## config.mk

```make
export PLATFORM = sky130hd
export DESIGN_NAME = cobs_encoder
export DESIGN_NICKNAME = d
export VERILOG_FILES = /design/src/rtl/cobs_enc_pkg.sv /design/src/rtl/cobs_run_tracker.sv /design/src/rtl/cobs_out_stage.sv /design/src/rtl/cobs_encoder.sv
export SDC_FILE = /design/constraint.sdc
export NUM_CORES = 1
export LEC_CHECK = 0
export ABC_AREA = 1
export BUFFER_PORTS_ARGS = -buffer_cell sky130_fd_sc_hd__buf_4
export CAP_MARGIN = 30
export CELL_PAD_IN_SITES_DETAIL_PLACEMENT = 1
export CELL_PAD_IN_SITES_GLOBAL_PLACEMENT = 2
export CORE_ASPECT_RATIO = 0.9
export CORE_MARGIN = 2
export CORE_UTILIZATION = 34
export DETAILED_ROUTE_END_ITERATION = 12
export GPL_TIMING_DRIVEN = 0
export HOLD_SLACK_MARGIN = 0.02
export PLACE_DENSITY = 0.85
export SKIP_LAST_GASP = 1
export SLEW_MARGIN = 0
export SYNTH_ARGS = -nofsm -noshare
export SYNTH_HDL_FRONTEND = slang
export SYNTH_SLANG_ARGS = --single-unit
```

## constraint.sdc

```tcl
create_clock -name clk -period 2.6 [get_ports clk]
set_input_delay 0.13 -clock clk [delete_from_list [all_inputs] [get_ports clk]]
set_output_delay 0.13 -clock clk [all_outputs]
set_load 0.005 [all_outputs]
```

## src/rtl/cobs_enc_pkg.sv

```systemverilog
package cobs_enc_pkg;
  localparam int unsigned BYTE_W  = 8;
  localparam int unsigned MAX_RUN = 254;

  typedef enum logic [3:0] {
    ST_IDLE,
    ST_SCAN_REQ,
    ST_SCAN_CHK,
    ST_CODE,
    ST_DATA_REQ,
    ST_DATA_OUT,
    ST_NEXT,
    ST_DELIM,
    ST_DRAIN
  } enc_state_e;

  typedef enum logic [1:0] {
    END_ZERO,
    END_LIMIT,
    END_EOF
  } run_end_e;

  typedef enum logic [2:0] {
    TC_HOLD,
    TC_INIT,
    TC_SCAN_ADV,
    TC_REWIND,
    TC_EMIT_ADV,
    TC_SKIP_ZERO,
    TC_NEW_BLOCK
  } trk_cmd_e;
endpackage

```

## src/rtl/cobs_run_tracker.sv

```systemverilog
module cobs_run_tracker
  import cobs_enc_pkg::*;
#(
  parameter int unsigned ADDR_W = 9
) (
  input  logic                    clk,
  input  logic                    rst_n,
  input  trk_cmd_e                cmd_i,
  input  logic [ADDR_W:0]         len_i,
  output logic [ADDR_W:0]         pos_o,
  output logic [BYTE_W-1:0]       run_o,
  output logic                    at_end_o,
  output logic                    run_full_o,
  output logic                    emit_last_o
);
  localparam int unsigned LEN_W = ADDR_W + 1;

  logic [LEN_W-1:0]  len_q;
  logic [LEN_W-1:0]  pos_q;
  logic [LEN_W-1:0]  blk_q;
  logic [BYTE_W-1:0] run_q;
  logic [LEN_W:0]    pos_next_wide;
  logic [LEN_W:0]    blk_end_wide;

  always_ff @(posedge clk or negedge rst_n) begin
    if (!rst_n) begin
      len_q <= '0;
      pos_q <= '0;
      blk_q <= '0;
      run_q <= '0;
    end else begin
      unique case (cmd_i)
        TC_INIT: begin
          len_q <= len_i;
          pos_q <= '0;
          blk_q <= '0;
          run_q <= '0;
        end
        TC_SCAN_ADV: begin
          pos_q <= pos_q + 1'b1;
          run_q <= run_q + 1'b1;
        end
        TC_REWIND:   pos_q <= blk_q;
        TC_EMIT_ADV: pos_q <= pos_q + 1'b1;
        TC_SKIP_ZERO: begin
          pos_q <= pos_q + 1'b1;
          blk_q <= pos_q + 1'b1;
          run_q <= '0;
        end
        TC_NEW_BLOCK: begin
          blk_q <= pos_q;
          run_q <= '0;
        end
        default: ;
      endcase
    end
  end

  assign pos_next_wide = {1'b0, pos_q} + 1'b1;
  assign blk_end_wide  = {1'b0, blk_q} + {{(LEN_W + 1 - BYTE_W){1'b0}}, run_q};

  assign pos_o       = pos_q;
  assign run_o       = run_q;
  assign at_end_o    = (pos_q == len_q);
  assign run_full_o  = (run_q == BYTE_W'(MAX_RUN));
  assign emit_last_o = (pos_next_wide == blk_end_wide);

  p_run_bound_r5: assert property (@(posedge clk) disable iff (!rst_n)
    run_q <= BYTE_W'(MAX_RUN))
    else $error("run counter past limit");

  p_pos_in_len_r10: assert property (@(posedge clk) disable iff (!rst_n)
    pos_q <= len_q)
    else $error("position past payload end");
endmodule

```

## src/rtl/cobs_out_stage.sv

```systemverilog
module cobs_out_stage
  import cobs_enc_pkg::*;
(
  input  logic              clk,
  input  logic              rst_n,
  input  logic              load_i,
  input  logic [BYTE_W-1:0] load_data_i,
  input  logic              load_last_i,
  input  logic              ready_i,
  output logic              valid_o,
  output logic [BYTE_W-1:0] data_o,
  output logic              last_o,
  output logic              free_o
);
  logic              valid_q;
  logic [BYTE_W-1:0] data_q;
  logic              last_q;

  always_ff @(posedge clk or negedge rst_n) begin
    if (!rst_n) begin
      valid_q <= 1'b0;
      data_q  <= '0;
      last_q  <= 1'b0;
    end else if (load_i) begin
      valid_q <= 1'b1;
      data_q  <= load_data_i;
      last_q  <= load_last_i;
    end else if (ready_i) begin
      valid_q <= 1'b0;
    end
  end

  assign valid_o = valid_q;
  assign data_o  = data_q;
  assign last_o  = last_q;
  assign free_o  = !valid_q || ready_i;

  p_load_when_free_r7: assert property (@(posedge clk) disable iff (!rst_n)
    load_i |-> (!valid_q || ready_i))
    else $error("load into occupied output register");

  p_hold_stall_r7: assert property (@(posedge clk) disable iff (!rst_n)
    (valid_q && !ready_i) |=> (valid_q && $stable(data_q)))
    else $error("output changed under back-pressure");

  p_zero_only_last_r3: assert property (@(posedge clk) disable iff (!rst_n)
    (valid_q && data_q == '0) |-> last_q)
    else $error("zero byte inside frame");
endmodule

```

## src/rtl/cobs_encoder.sv

```systemverilog
module cobs_encoder
  import cobs_enc_pkg::*;
#(
  parameter int unsigned ADDR_W = 9
) (
  input  logic              clk,
  input  logic              rst_n,
  input  logic              start_i,
  input  logic [ADDR_W:0]   len_i,
  output logic              busy_o,
  output logic              done_o,
  output logic              rd_en_o,
  output logic [ADDR_W-1:0] rd_addr_o,
  input  logic [7:0]        rd_data_i,
  output logic              out_valid_o,
  output logic [7:0]        out_data_o,
  input  logic              out_ready_i
);
  enc_state_e        state_q, state_d;
  run_end_e          end_q, end_d;
  trk_cmd_e          trk_cmd;
  logic [ADDR_W:0]   pos;
  logic [BYTE_W-1:0] run;
  logic              at_end, run_full, emit_last;
  logic              ld, ld_last, free, out_last;
  logic [BYTE_W-1:0] ld_data;
  logic              rd_en;
  logic              done_q;
  logic              term_taken;

  cobs_run_tracker #(.ADDR_W(ADDR_W)) u_trk (
    .clk         (clk),
    .rst_n       (rst_n),
    .cmd_i       (trk_cmd),
    .len_i       (len_i),
    .pos_o       (pos),
    .run_o       (run),
    .at_end_o    (at_end),
    .run_full_o  (run_full),
    .emit_last_o (emit_last)
  );

  cobs_out_stage u_out (
    .clk         (clk),
    .rst_n       (rst_n),
    .load_i      (ld),
    .load_data_i (ld_data),
    .load_last_i (ld_last),
    .ready_i     (out_ready_i),
    .valid_o     (out_valid_o),
    .data_o      (out_data_o),
    .last_o      (out_last),
    .free_o      (free)
  );

  assign term_taken = (state_q == ST_DRAIN) && out_valid_o && out_ready_i;

  always_comb begin
    state_d = state_q;
    end_d   = end_q;
    trk_cmd = TC_HOLD;
    ld      = 1'b0;
    ld_data = '0;
    ld_last = 1'b0;
    rd_en   = 1'b0;
    unique case (state_q)
      ST_IDLE: begin
        if (start_i) begin
          trk_cmd = TC_INIT;
          state_d = ST_SCAN_REQ;
        end
      end
      ST_SCAN_REQ: begin
        if (at_end) begin
          end_d   = END_EOF;
          state_d = ST_CODE;
        end else if (run_full) begin
          end_d   = END_LIMIT;
          state_d = ST_CODE;
        end else begin
          rd_en   = 1'b1;
          state_d = ST_SCAN_CHK;
        end
      end
      ST_SCAN_CHK: begin
        if (rd_data_i == '0) begin
          end_d   = END_ZERO;
          state_d = ST_CODE;
        end else begin
          trk_cmd = TC_SCAN_ADV;
          state_d = ST_SCAN_REQ;
        end
      end
      ST_CODE: begin
        if (free) begin
          ld      = 1'b1;
          ld_data = run + 1'b1;
          trk_cmd = TC_REWIND;
          state_d = (run == '0) ? ST_NEXT : ST_DATA_REQ;
        end
      end
      ST_DATA_REQ: begin
        if (free) begin
          rd_en   = 1'b1;
          state_d = ST_DATA_OUT;
        end
      end
      ST_DATA_OUT: begin
        ld      = 1'b1;
        ld_data = rd_data_i;
        trk_cmd = TC_EMIT_ADV;
        state_d = emit_last ? ST_NEXT : ST_DATA_REQ;
      end
      ST_NEXT: begin
        unique case (end_q)
          END_ZERO: begin
            trk_cmd = TC_SKIP_ZERO;
            state_d = ST_SCAN_REQ;
          end
          END_LIMIT: begin
            if (at_end) begin
              state_d = ST_DELIM;
            end else begin
              trk_cmd = TC_NEW_BLOCK;
              state_d = ST_SCAN_REQ;
            end
          end
          default: state_d = ST_DELIM;
        endcase
      end
      ST_DELIM: begin
        if (free) begin
          ld      = 1'b1;
          ld_data = '0;
          ld_last = 1'b1;
          state_d = ST_DRAIN;
        end
      end
      ST_DRAIN: begin
        if (term_taken) state_d = ST_IDLE;
      end
      default: state_d = ST_IDLE;
    endcase
  end

  always_ff @(posedge clk or negedge rst_n) begin
    if (!rst_n) begin
      state_q <= ST_IDLE;
      end_q   <= END_EOF;
      done_q  <= 1'b0;
    end else begin
      state_q <= state_d;
      end_q   <= end_d;
      done_q  <= term_taken;
    end
  end

  assign busy_o    = (state_q != ST_IDLE);
  assign done_o    = done_q;
  assign rd_en_o   = rd_en;
  assign rd_addr_o = pos[ADDR_W-1:0];

  p_done_after_term_r9: assert property (@(posedge clk) disable iff (!rst_n)
    done_o |-> ($past(out_valid_o && out_ready_i && out_last) && !busy_o))
    else $error("done without terminator transfer");

  p_read_in_range_r10: assert property (@(posedge clk) disable iff (!rst_n)
    rd_en_o |-> !at_end)
    else $error("read beyond payload");

  p_busy_holds_r8: assert property (@(posedge clk) disable iff (!rst_n)
    (busy_o && !term_taken) |=> busy_o)
    else $error("frame abandoned before terminator");
endmodule

```

---- After elaboration in Yosys (flattened, before gate mapping) ----
Index checks and enable logic that the tools add are counted.
operators by class
  $add $sub $neg .......................... 4
  equality and inequality tests ........... 25
  multiplexer cells ....................... 35
  reductions and logical operators ........ 19
operators by type and width
  cell                   count
  $pmux 10 s3            2
  $pmux 4 s9             1
  $pmux 8 s2             2
  $mux 4                 5
  $eq 4x3->1 const B     4
  $logic_not 8->1        2
  $mux 2                 8
  $pmux 3 s5             1
  $ne 2x2->1 const B     6
  $pmux 3 s2             2
  $add 10x1->11 const B  1
  $add 10x8->11          1
  $eq 11x11->1           1
  $add 10x1->10 const B  1
  $eq 10x10->1           1
  $eq 3x3->1 const B     3
  $add 8x1->8 const B    1
  $eq 4x2->1 const B     2
  $eq 8x8->1 const B     1
  $mux 1                 8
  $mux 8                 1
  $eq 3x2->1 const B     2
  $mux 3                 2
  $reduce_bool 2->1      3
  18 further kinds       22
word-level totals
  flip-flop bits (word level) ............. 54
  input bits .............................. 22
  output and inout bits ................... 21

---- Depth between registers and ports, before layout ----
Gate-level depths: netlist of run 1.
  word-level depth ........................ 7
  depth in mapped cells ................... 18

---- Cells and area by module ----
Synthesis of run 1 repeated with hierarchy kept, for this count alone.
unflattened totals
  cells, all modules ...................... 573
  area total of the unflattened synthesis .. 4,056.4 um2
by module, submodules not included
  module            instances  cells each  area each (um2)
  cobs_run_tracker  1          392         2,821.5
  cobs_encoder      1          139         857.1
  cobs_out_stage    1          42          377.9

---- Worst setup path after synthesis of run 1 ----
No wires, ideal clock.
  path kind ............................... flip-flop to flip-flop
  start point ............................. reg u_trk.run_q[0], in the netlist u_trk.run_o[0]
  end point ............................... reg state_q[1]
  library setup time ...................... 0.117 ns
  arrival ................................. 1.799 ns
  data required time ...................... 2.483 ns
  setup slack ............................. 0.684 ns
  cell stages (with the launch flop) ...... 17
  period minus slack after synthesis ...... 1.916 ns
  cells stage by stage .................... dfrtp_1 > ha_1 > inv_1 > fa_1 > inv_1 > nand2_1 > nand2_1 > nand3_1 > nand2_1 > xnor2_1 > nand2_1 > nand2_1 > nor2_1 > nand2_1 > nand2_1 > nand2_1 > nand2_1
on the way
  longest elaborated chain between the ends .. 4
RTL lines
  item                                                     line                                        RTL
  from (decl)                                              cobs_run_tracker.sv:21                      logic [BYTE_W-1:0] run_q;
  from (signal assigned)                                   cobs_run_tracker.sv:41                      run_q <= run_q + 1'b1;
  $add 10x8->11 / $logic_not 8->1 (equally long branches)  cobs_run_tracker.sv:60, cobs_encoder.sv:99
  $eq 11x11->1 / $mux 2 (equally long branches)            cobs_run_tracker.sv:66, cobs_encoder.sv:99
  $mux 2 / $mux 4 (equally long branches)                  cobs_encoder.sv:112, cobs_encoder.sv:95
  $pmux 4 s9 (*)                                           cobs_encoder.sv:66                          unique case (state_q)
  to (signal assigned)                                     cobs_encoder.sv:152                         state_q <= state_d;
  to (decl)                                                cobs_encoder.sv:19                          enc_state_e state_q, state_d;
Mark *: on every way between the ends. The rest lies on a longest branch, timed or not. The select of a mux whose other input is x is not followed.
A chain may end at the register's enable or synchronous reset.

---- Worst setup path after layout of run 1 ----
Ends and elaborated chain as after synthesis.

==> PnR_summary.wiki, run 1 <==
{| class="wikitable"
! Metric !! Value
|-
| Most common cell after layout, fill and taps aside || nand2_1
|-
| Final design utilization || 41.6%
|-
| Top-Level Pins || 43
|-
| Mean cell area of the mapped netlist || 7.50 µm²
|-
| Placed cells || 711
|-
| Non-filler cells in the finished layout || 720
|-
| First-pass GRT wire length || 18800 µm
|-
| Part of the cycle the worst path needs || 91.8%
|-
| H-tree levels || 2
|-
| Crit path top cell by count || nand2_1
|-
| Vias in the first global route || 3745
|-
| Setup repair after global routing missed its margin || false
|-
| Layout-stage area growth over the synthesis result || 18.0%
|-
| Type of element capturing the critical path || flip-flop
|-
| Input/output buffers || 42
|-
| Summed negative setup slack over all endpoints || 0 ns
|-
| Required time at the worst-slack endpoint || 2.80 ns
|-
| Met1 demand-to-capacity share in global routing || 28.0%
|-
| Total Routing Usage GR || 19.3%
|-
| Sequential share of power || 31.6%
|-
| Setup crit start kind || flip-flop
|-
| Worst Reg-to-Reg Cells || 16
|-
| Number of antenna repair diodes || 0
|-
| TritonCTS buffer count || 5
|-
| Sequential cell area fraction in the yosys report || 34.9%
|-
| DIE WIDTH || 117 µm
|-
| CTS tree || yes
|-
| Avg Vias per Cell || 4.89
|-
| Final hold vios || 0
|-
| Layout cells sized above 1 || 21.5%
|-
| Starting density of the core || 35.3%
|-
| Post-layout nets || 602
|-
| Die Area || 12300 µm²
|-
| Remaining global-route overflow || 0
|-
| Wire length reported by the detailed router || 11100 µm
|-
| Number of synthesized flops with an enable pin || 0
|-
| Max_cap viols || 0
|-
| Worst hold path type || in -> reg
|-
| Violation count after the first detailed-routing iteration || 129
|-
| Largest net degree at the start of global routing || 55
|-
| Number of sinks on the clock net || 54
|-
| Critical path peak fanout || 5
|-
| Core Footprint || 11000 µm²
|-
| Largest buffer count on any clock path || 2
|-
| Max_slew headroom || 50.6%
|-
| Number of nets in the synthesized netlist || 552
|-
| Async set-reset flop share out of synthesis || 100%
|-
| Crit path arrival time || 2.59 ns
|-
| Worst-case vdd ir drop || 0.000396 V
|-
| Antenna violation net count after detailed routing || 0
|-
| Top post-synthesis cells by area || dfrtp_1 (34%), nand2_1 (13%), inv_1 (6.9%)
|-
| Switch share || 43.7%
|-
| Achievable clock frequency || 419 MHz
|-
| Worst hold path stage count || 2
|-
| Critical path cell sequence || ha_1, inv_1, fa_1, inv_1, nand2_1, nand2_1, nand3_1, nand2_1, xnor2_1, nand2_1, nand2_1, nor2_1, nand2_1, nand2_1, nand2_1, nand2_1
|-
| Static leakage || 2.24 nW
|-
| Areal power density over the cells || 983 nW/µm²
|-
| Area of the mapped netlist || 3880 µm²
|-
| Setup slack after layout || 0.213 ns
|-
| Main flop type after synthesis || dfrtp_1
|-
| Clock insertion delay at the later pin of the skew report || 0.30 ns
|-
| Combinational cell fraction of total power || 50.0%
|-
| Synthesized flop and latch total || 54
|-
| Met2 demand-to-capacity share in global routing || 31.4%
|-
| Sum of net half-perimeters after detailed placement || 8720 µm
|-
| Initial antenna violation count || 0
|-
| Busiest layer in global routing || met2
|-
| Sw power || 0.00197 W
|-
| Slew Viols, Final || 0
|-
| Mean routed wirelength per cell || 15.4 µm
|-
| Met3 global-route usage || 2.24%
|-
| Number of standard cells after synthesis || 517
|-
| Minimum setup slack after placement || 0.183 ns
|-
| Floorplan die height || 105 µm
|-
| Number of vias in the routed layout || 3520
|-
| Number of placement rows || 36
|-
| DRC || 0
|-
| RePlAce Congestion || 0.773
|-
| Number of warnings printed during yosys synthesis || 0
|-
| Post-synthesis cell type with the largest combined area || dfrtp_1
|-
| Root Driver || clkbuf_16
|-
| Result of the run || finished clean
|-
| Slowest cell delay on critical path || 0.42 ns
|-
| Final setup fails || 0
|-
| Clock slew seen by the registers of the worst setup and hold paths || 0.08 ns
|-
| Setup skew after layout || 0.0134 ns
|-
| Clk pwr share || 18.4%
|-
| First-pass iteration count of the detailed router || 4
|-
| Worst Setup Path Type || reg -> reg
|-
| Most frequent cells in the layout || nand2_1 (138), inv_1 (71), buf_4 (51), dfrtp_1 (51), nor2_1 (38)
|-
| Area share of the leading cell type in the synthesized netlist || 34.2%
|-
| Int Power || 0.00253 W
|-
| Minimum clock period after layout || 2.39 ns
|-
| Actual slew at the worst max-slew pin || 0.741 ns
|-
| CP max stage cell || dfrtp_2
|-
| Count of unique library cells instantiated by Yosys || 42
|}
[worst paths after layout]
kind / startpoint / endpoint / slack, ns
max: u_trk.run_o[0]$_DFFE_PN0P_ / state_q[1]$_DFFE_PN0P_ / 0.21
min: len_i[5] / u_trk.len_q[5]$_DFFE_PN0P_ / 0.05
max reg2reg: u_trk.run_o[0]$_DFFE_PN0P_ / state_q[1]$_DFFE_PN0P_ / 0.21
min reg2reg: end_q[1]$_DFFE_PN1P_ / end_q[1]$_DFFE_PN1P_ / 0.49
max in group asynchronous: rst_n / u_trk.run_o[1]$_DFFE_PN0P_ / 1.59
min in group asynchronous: rst_n / state_q[1]$_DFFE_PN0P_ / 0.45
[state kept, by name, summed over array words and instances, names as in the netlist, 2 cells and up]
signal        count
u_trk.run_o       8
u_trk.len_q      10
state_q           4
u_trk.blk_q      10
u_trk.pos_o      10
end_q             2
u_out.data_o      8
[critical path, delay by kind of cell (launching register included)]
kind / cells / cell delay (ns)
and+or+nand+nor: 11 / 0.99
adders and majority gates: 2 / 0.59
xor gates and xnor gates: 1 / 0.14
buffers and inverters: 2 / 0.15
DFF: 1 / 0.42
[per-stage QoR]
stage / area (µm²) / power, W / hold WS [ns]
after detailed placement: 4380 / 0.00369 / 0.245
after global placement: 4380 / 0.00361 / 0.240
final: 4570 / 0.00450 / 0.0516
after global routing: 4570 / 0.00489 / 0.0519
after floorplan: 3880 / 0.00294 / -0.166
after CTS: 4570 / 0.00454 / 0.0493
[final cells by class]
type                       instances  area [µm²]
timing repair buffer              43         325
tap                              152         190
clock inverter                     2        38.8
fill                            1411        6420
multi-input combinational        365        2080
inverter                          79         302
clock buffer                       6         139
sequential                        54        1360
buffer                            19         141
[routing by layer]
| metal | vias to the layer above | wire (µm) |
|---|---|---|
| li1 | 1777 | - |
| met1 | 1712 | 5660 |
| met2 | 26 | 5200 |
| met3 | 5 | 179 |
| met4 | 0 | 68 |
| met5 | - | 0 |
[power groups by stage]
stage	Sequential [W]	Combinational (W)	Clock, W
finish	0.00142	0.00225	0.000826
global route	0.00147	0.00255	0.000876
CTS	0.00142	0.00228	0.000842
detailed placement	0.00143	0.00226	0
global placement	0.00142	0.00219	0
floorplan	0.00135	0.00158	0
[kinds of logic (layout without fill, tap and decap cells)]
| family | Yosys count | in the layout | synth area share (%) |
|---|---|---|---|
| AOI/OAI and AO/OA | 69 | 69 | 12.4 |
| buffers and inverters | 98 | 149 | 11.4 |
| DFF | 54 | 54 | 34.9 |
| adders and majority gates | 13 | 13 | 4.39 |
| xor gates and xnor gates | 19 | 19 | 4.29 |
| muxes | 8 | 8 | 2.32 |
| and+or+nand+nor | 256 | 256 | 30.2 |
[synth_stat cells (all sizes together) (2+ instances only)]
library cell    n
or2             4
nand3b          3
nor2           45
xnor2           7
o211ai         11
nand3          37
buf            18
nand2         143
nor3            5
inv            77
mux2            8
nand4          17
o21a            2
o21ai          23
dfrtp          53
xor2           12
a21oi          18
a22oi           9
ha             12
o221ai          5
clkinv          2
[timing repair]
action                                 CTS  global route
setup endpoints to repair                0             1
setup buffers                            0             0
endpoints found under the hold margin   53             0
hold buffers                             1             0
gates resized for setup                  0             3
(Power assumes the default switching activity.)
==> run 2: changes to the inputs <==
--- a/config.mk
+++ b/config.mk
@@ -5,18 +5,18 @@
 export SDC_FILE = /design/constraint.sdc
 export NUM_CORES = 1
 export LEC_CHECK = 0
-export ABC_AREA = 1
 export BUFFER_PORTS_ARGS = -buffer_cell sky130_fd_sc_hd__buf_4
 export CAP_MARGIN = 30
 export CELL_PAD_IN_SITES_DETAIL_PLACEMENT = 1
 export CELL_PAD_IN_SITES_GLOBAL_PLACEMENT = 2
 export CORE_ASPECT_RATIO = 0.9
 export CORE_MARGIN = 2
-export CORE_UTILIZATION = 34
+export CORE_UTILIZATION = 37
 export DETAILED_ROUTE_END_ITERATION = 12
 export GPL_TIMING_DRIVEN = 0
 export HOLD_SLACK_MARGIN = 0.02
 export PLACE_DENSITY = 0.85
+export SKIP_CTS_REPAIR_TIMING = 1
 export SKIP_LAST_GASP = 1
 export SLEW_MARGIN = 0
 export SYNTH_ARGS = -nofsm -noshare
==> run 2 against run 1 <==
- the run now ends with negative setup slack left
- register-to-register slack worse by 0.27 ns
- hold slack worse by 0.014 ns
- non-clock buffer count up 18
- critical endpoint unchanged
==> PnR_summary.wiki, run 2 <==
{| class="wikitable"
! Metric !! Value
|-
| Result of the run || finished, violations left (was finished clean)
|-
| Violations in the final reports || negative setup slack
|-
| DIE WIDTH || 108 µm (was 117 µm)
|-
| Avg Vias per Cell || 5.48 (was 4.89)
|-
| Input/output buffers || 42 (unchanged)
|-
| Total Routing Usage GR || 20.1% (was 19.3%)
|-
| Setup repair after global routing missed its margin || true (was false)
|-
| Layout cells sized above 1 || 25.2% (was 21.5%)
|-
| Number of warnings printed during yosys synthesis || 0 (unchanged)
|-
| Post-synthesis cell type with the largest combined area || dfrtp_1 (unchanged)
|-
| Final setup fails || 1 (was 0)
|-
| Main flop type after synthesis || dfrtp_1 (unchanged)
|-
| Top post-synthesis cells by area || dfrtp_1 (37%), xor2_1 (6.6%), a221o_1 (5.0%) (was dfrtp_1 (34%), nand2_1 (13%), inv_1 (6.9%))
|-
| Most common cell after layout, fill and taps aside || buf_4 (was nand2_1)
|-
| Actual slew at the worst max-slew pin || 0.771 ns (was 0.741 ns)
|-
| Post-layout nets || 470 (was 602)
|-
| Startpoint of the worst register-to-register path || u_trk.run_o[0]$_DFFE_PN0P_ (unchanged)
|-
| Vias in the first global route || 3162 (was 3745)
|-
| Top-Level Pins || 43 (unchanged)
|-
| Met1 demand-to-capacity share in global routing || 30.0% (was 28.0%)
|-
| Core Footprint || 9570 µm² (was 11000 µm²)
|-
| Max_slew headroom || 48.6% (was 50.6%)
|-
| Worst reg2reg endpoint || state_q[1]$_DFFE_PN0P_ (unchanged)
|-
| Worst hold path type || in -> reg (unchanged)
|-
| Number of standard cells after synthesis || 379 (was 517)
|-
| Die Area || 10500 µm² (was 12300 µm²)
|-
| Minimum clock period after layout || 2.66 ns (was 2.39 ns)
|-
| Mean cell area of the mapped netlist || 9.50 µm² (was 7.50 µm²)
|-
| Leading post-synthesis cells by instance count || dfrtp_1 (53), nor2_1 (32), xor2_1 (27), nand2_1 (22) (was nand2_1 (138), inv_1 (71), dfrtp_1 (53), nor2_1 (39), nand3_1 (34))
|-
| Setup skew after layout || 0.0120 ns (was 0.0134 ns)
|-
| Clock slew seen by the registers of the worst setup and hold paths || 0.11 ns (was 0.08 ns)
|-
| Layout-stage area growth over the synthesis result || 17.9% (was 18.0%)
|-
| DRC || 0 (unchanged)
|-
| Remaining global-route overflow || 0 (unchanged)
|-
| Crit path arrival time || 2.89 ns (was 2.59 ns)
|-
| First-pass iteration count of the detailed router || 4 (unchanged)
|-
| Synthesized flop and latch total || 54 (unchanged)
|-
| Most frequent cells in the layout || buf_4 (58), dfrtp_1 (49), nor2_1 (32), xor2_1 (27), nand2_1 (22) (was nand2_1 (138), inv_1 (71), buf_4 (51), dfrtp_1 (51), nor2_1 (38))
|-
| Setup crit start kind || flip-flop (unchanged)
|-
| Cell with the most instances after synthesis || dfrtp_1 (was nand2_1)
|-
| Achievable clock frequency || 376 MHz (was 419 MHz)
|-
| Worst-case vdd ir drop || 0.000400 V (was 0.000396 V)
|-
| Hold path endpoint || u_trk.len_q[6]$_DFFE_PN0P_ (was u_trk.len_q[5]$_DFFE_PN0P_)
|-
| Max_cap viols || 0 (unchanged)
|-
| Worst Setup Path Type || reg -> reg (unchanged)
|-
| Sequential cell area fraction in the yosys report || 37.6% (was 34.9%)
|-
| Part of the cycle the worst path needs || 102% (was 91.8%)
|-
| Initial antenna violation count || 0 (unchanged)
|-
| Async set-reset flop share out of synthesis || 100% (unchanged)
|-
| Number of antenna repair diodes || 0 (unchanged)
|-
| Type of element capturing the critical path || flip-flop (unchanged)
|-
| Mean routed wirelength per cell || 18.4 µm (was 15.4 µm)
|-
| Fillers || 1125 (was 1411)
|-
| Met3 global-route usage || 2.48% (was 2.24%)
|-
| Met2 demand-to-capacity share in global routing || 30.9% (was 31.4%)
|-
| Worst hold path stage count || 2 (unchanged)
|-
| Startpoint of the lowest-slack hold path || len_i[6] (was len_i[5])
|-
| Count of unique library cells instantiated by Yosys || 56 (was 42)
|-
| Starting density of the core || 37.6% (was 35.3%)
|-
| Floorplan die height || 97.6 µm (was 105 µm)
|-
| Antenna violation net count after detailed routing || 0 (unchanged)
|-
| Number of nets in the synthesized netlist || 414 (was 552)
|-
| Largest buffer count on any clock path || 2 (unchanged)
|-
| Static leakage || 1.99 nW (was 2.24 nW)
|-
| Required time at the worst-slack endpoint || 2.83 ns (was 2.80 ns)
|-
| Clock insertion delay at the later pin of the skew report || 0.32 ns (was 0.30 ns)
|-
| Sum of net half-perimeters after detailed placement || 7760 µm (was 8720 µm)
|-
| Number of placement rows || 34 (was 36)
|-
| Number of synthesized flops with an enable pin || 0 (unchanged)
|-
| Root Driver || clkbuf_8 (was clkbuf_16)
|-
| Critical path peak fanout || 3 (was 5)
|-
| Areal power density over the cells || 821 nW/µm² (was 983 nW/µm²)
|-
| Minimum setup slack after placement || -0.412 ns (was 0.183 ns)
|-
| Area share of the leading cell type in the synthesized netlist || 36.8% (was 34.2%)
|-
| Setup slack after layout || -0.0597 ns (was 0.213 ns)
|-
| Wire length reported by the detailed router || 10400 µm (was 11100 µm)
|-
| CTS tree || yes (unchanged)
|-
| Number of sinks on the clock net || 54 (unchanged)
|-
| Number of vias in the routed layout || 3080 (was 3520)
|-
| First-pass GRT wire length || 16600 µm (was 18800 µm)
|-
| Worst Reg-to-Reg Cells || 9 (was 16)
|-
| RePlAce Congestion || 0.846 (was 0.773)
|-
| H-tree levels || 2 (unchanged)
|-
| Tot Pwr || 0.00349 W (was 0.00450 W)
|-
| TritonCTS buffer count || 5 (unchanged)
|-
| Area of the mapped netlist || 3600 µm² (was 3880 µm²)
|-
| Largest net degree at the start of global routing || 55 (unchanged)
|-
| Slew Viols, Final || 0 (unchanged)
|-
| Violation count after the first detailed-routing iteration || 137 (was 129)
|-
| Final hold vios || 0 (unchanged)
|-
| Minimum setup slack among reg-to-reg paths || -0.06 ns (was 0.21 ns)
|-
| Busiest layer in global routing || met2 (unchanged)
|}
run 2: cell count changes after synthesis, moves of 8 or more:
cell,before,now
a221o_1,0,18
and3_1,0,9
inv_1,71,13
nand2_1,138,22
nand3_1,34,14
nand4_1,16,7
o211ai_1,11,1
o21ai_0,10,18
o21ai_2,11,0
xnor2_1,7,18
xor2_1,12,27
run 2: final cells by class:
class                   count  area (µm²)  area share [%]
plain buffers              30         209            4.92
inverters                  13        48.8            1.15
clock buffers               6        72.6            1.71
well taps                 126         158            3.71
repair buffers             50         378            8.90
multi-input cells         281        2010            47.3
flip-flops and latches     54        1360            32.0
clock inverters             2        13.8           0.324
run 2: per-stage QoR:
stage	hold WS, ns	area [µm²]	utilization, %	cells	TNS (ns)
after floorplan	-0.166	3600	-	379	0
after global placement	0.227	4070	42.6	547	-0.370
after detailed placement	0.236	4070	42.6	547	-0.412
after CTS	-0.114	4160	43.5	555	-0.452
after global routing	0.0357	4250	44.4	562	-0.158
final	0.0375	4250	44.4	562	-0.0597
run 2: cell families (layout without fill, tap and decap cells):
group	Yosys count	in the layout	synth area share (%)
AOI/OAI and AO/OA	82	82	16.5
xor gates and xnor gates	46	46	11.4
adders and majority gates	13	13	4.73
buffers and inverters	44	101	7.26
DFF	54	54	37.6
muxes	12	12	3.68
and+or+nand+nor	128	128	18.9
run 2: layer usage:
metal  vias up  part of all wire (%)  wire length [µm]
met5         -                     0                 0
met4         0                   1.1               111
met3        12                   2.9               298
met2        44                    47              4830
met1      1544                    49              5120
li1       1480                     -                 -
run 2: report_power, final:
| group | switching, W | internal [W] |
|---|---|---|
| Clock | 0.000296 | 0.000191 |
| Combinational | 0.000961 | 0.000778 |
| Sequential | 0.000193 | 0.00107 |
| Total | 0.00145 | 0.00204 |
run 2: worst max-delay path by stage:
stage,startpoint,endpoint
after floorplan,u_trk.run_o[0]$_DFFE_PN0P_,state_q[1]$_DFFE_PN0P_
after global placement,u_trk.run_o[0]$_DFFE_PN0P_,state_q[1]$_DFFE_PN0P_
after detailed placement,u_trk.run_o[0]$_DFFE_PN0P_,state_q[1]$_DFFE_PN0P_
after CTS,u_trk.run_o[0]$_DFFE_PN0P_,state_q[1]$_DFFE_PN0P_
after global routing,u_trk.blk_q[0]$_DFFE_PN0P_,state_q[1]$_DFFE_PN0P_
final,u_trk.run_o[0]$_DFFE_PN0P_,state_q[1]$_DFFE_PN0P_
run 2: critical path: stages, from the launching register on:
cell and delay (ns):
dfrtp_2 0.43, ha_1 0.21, inv_1 0.07, fa_1 0.42, xnor2_1 0.14, nor2_1 0.19, o2111ai_1 0.15, a211o_1 0.29
or4_1 0.43, o31ai_2 0.24
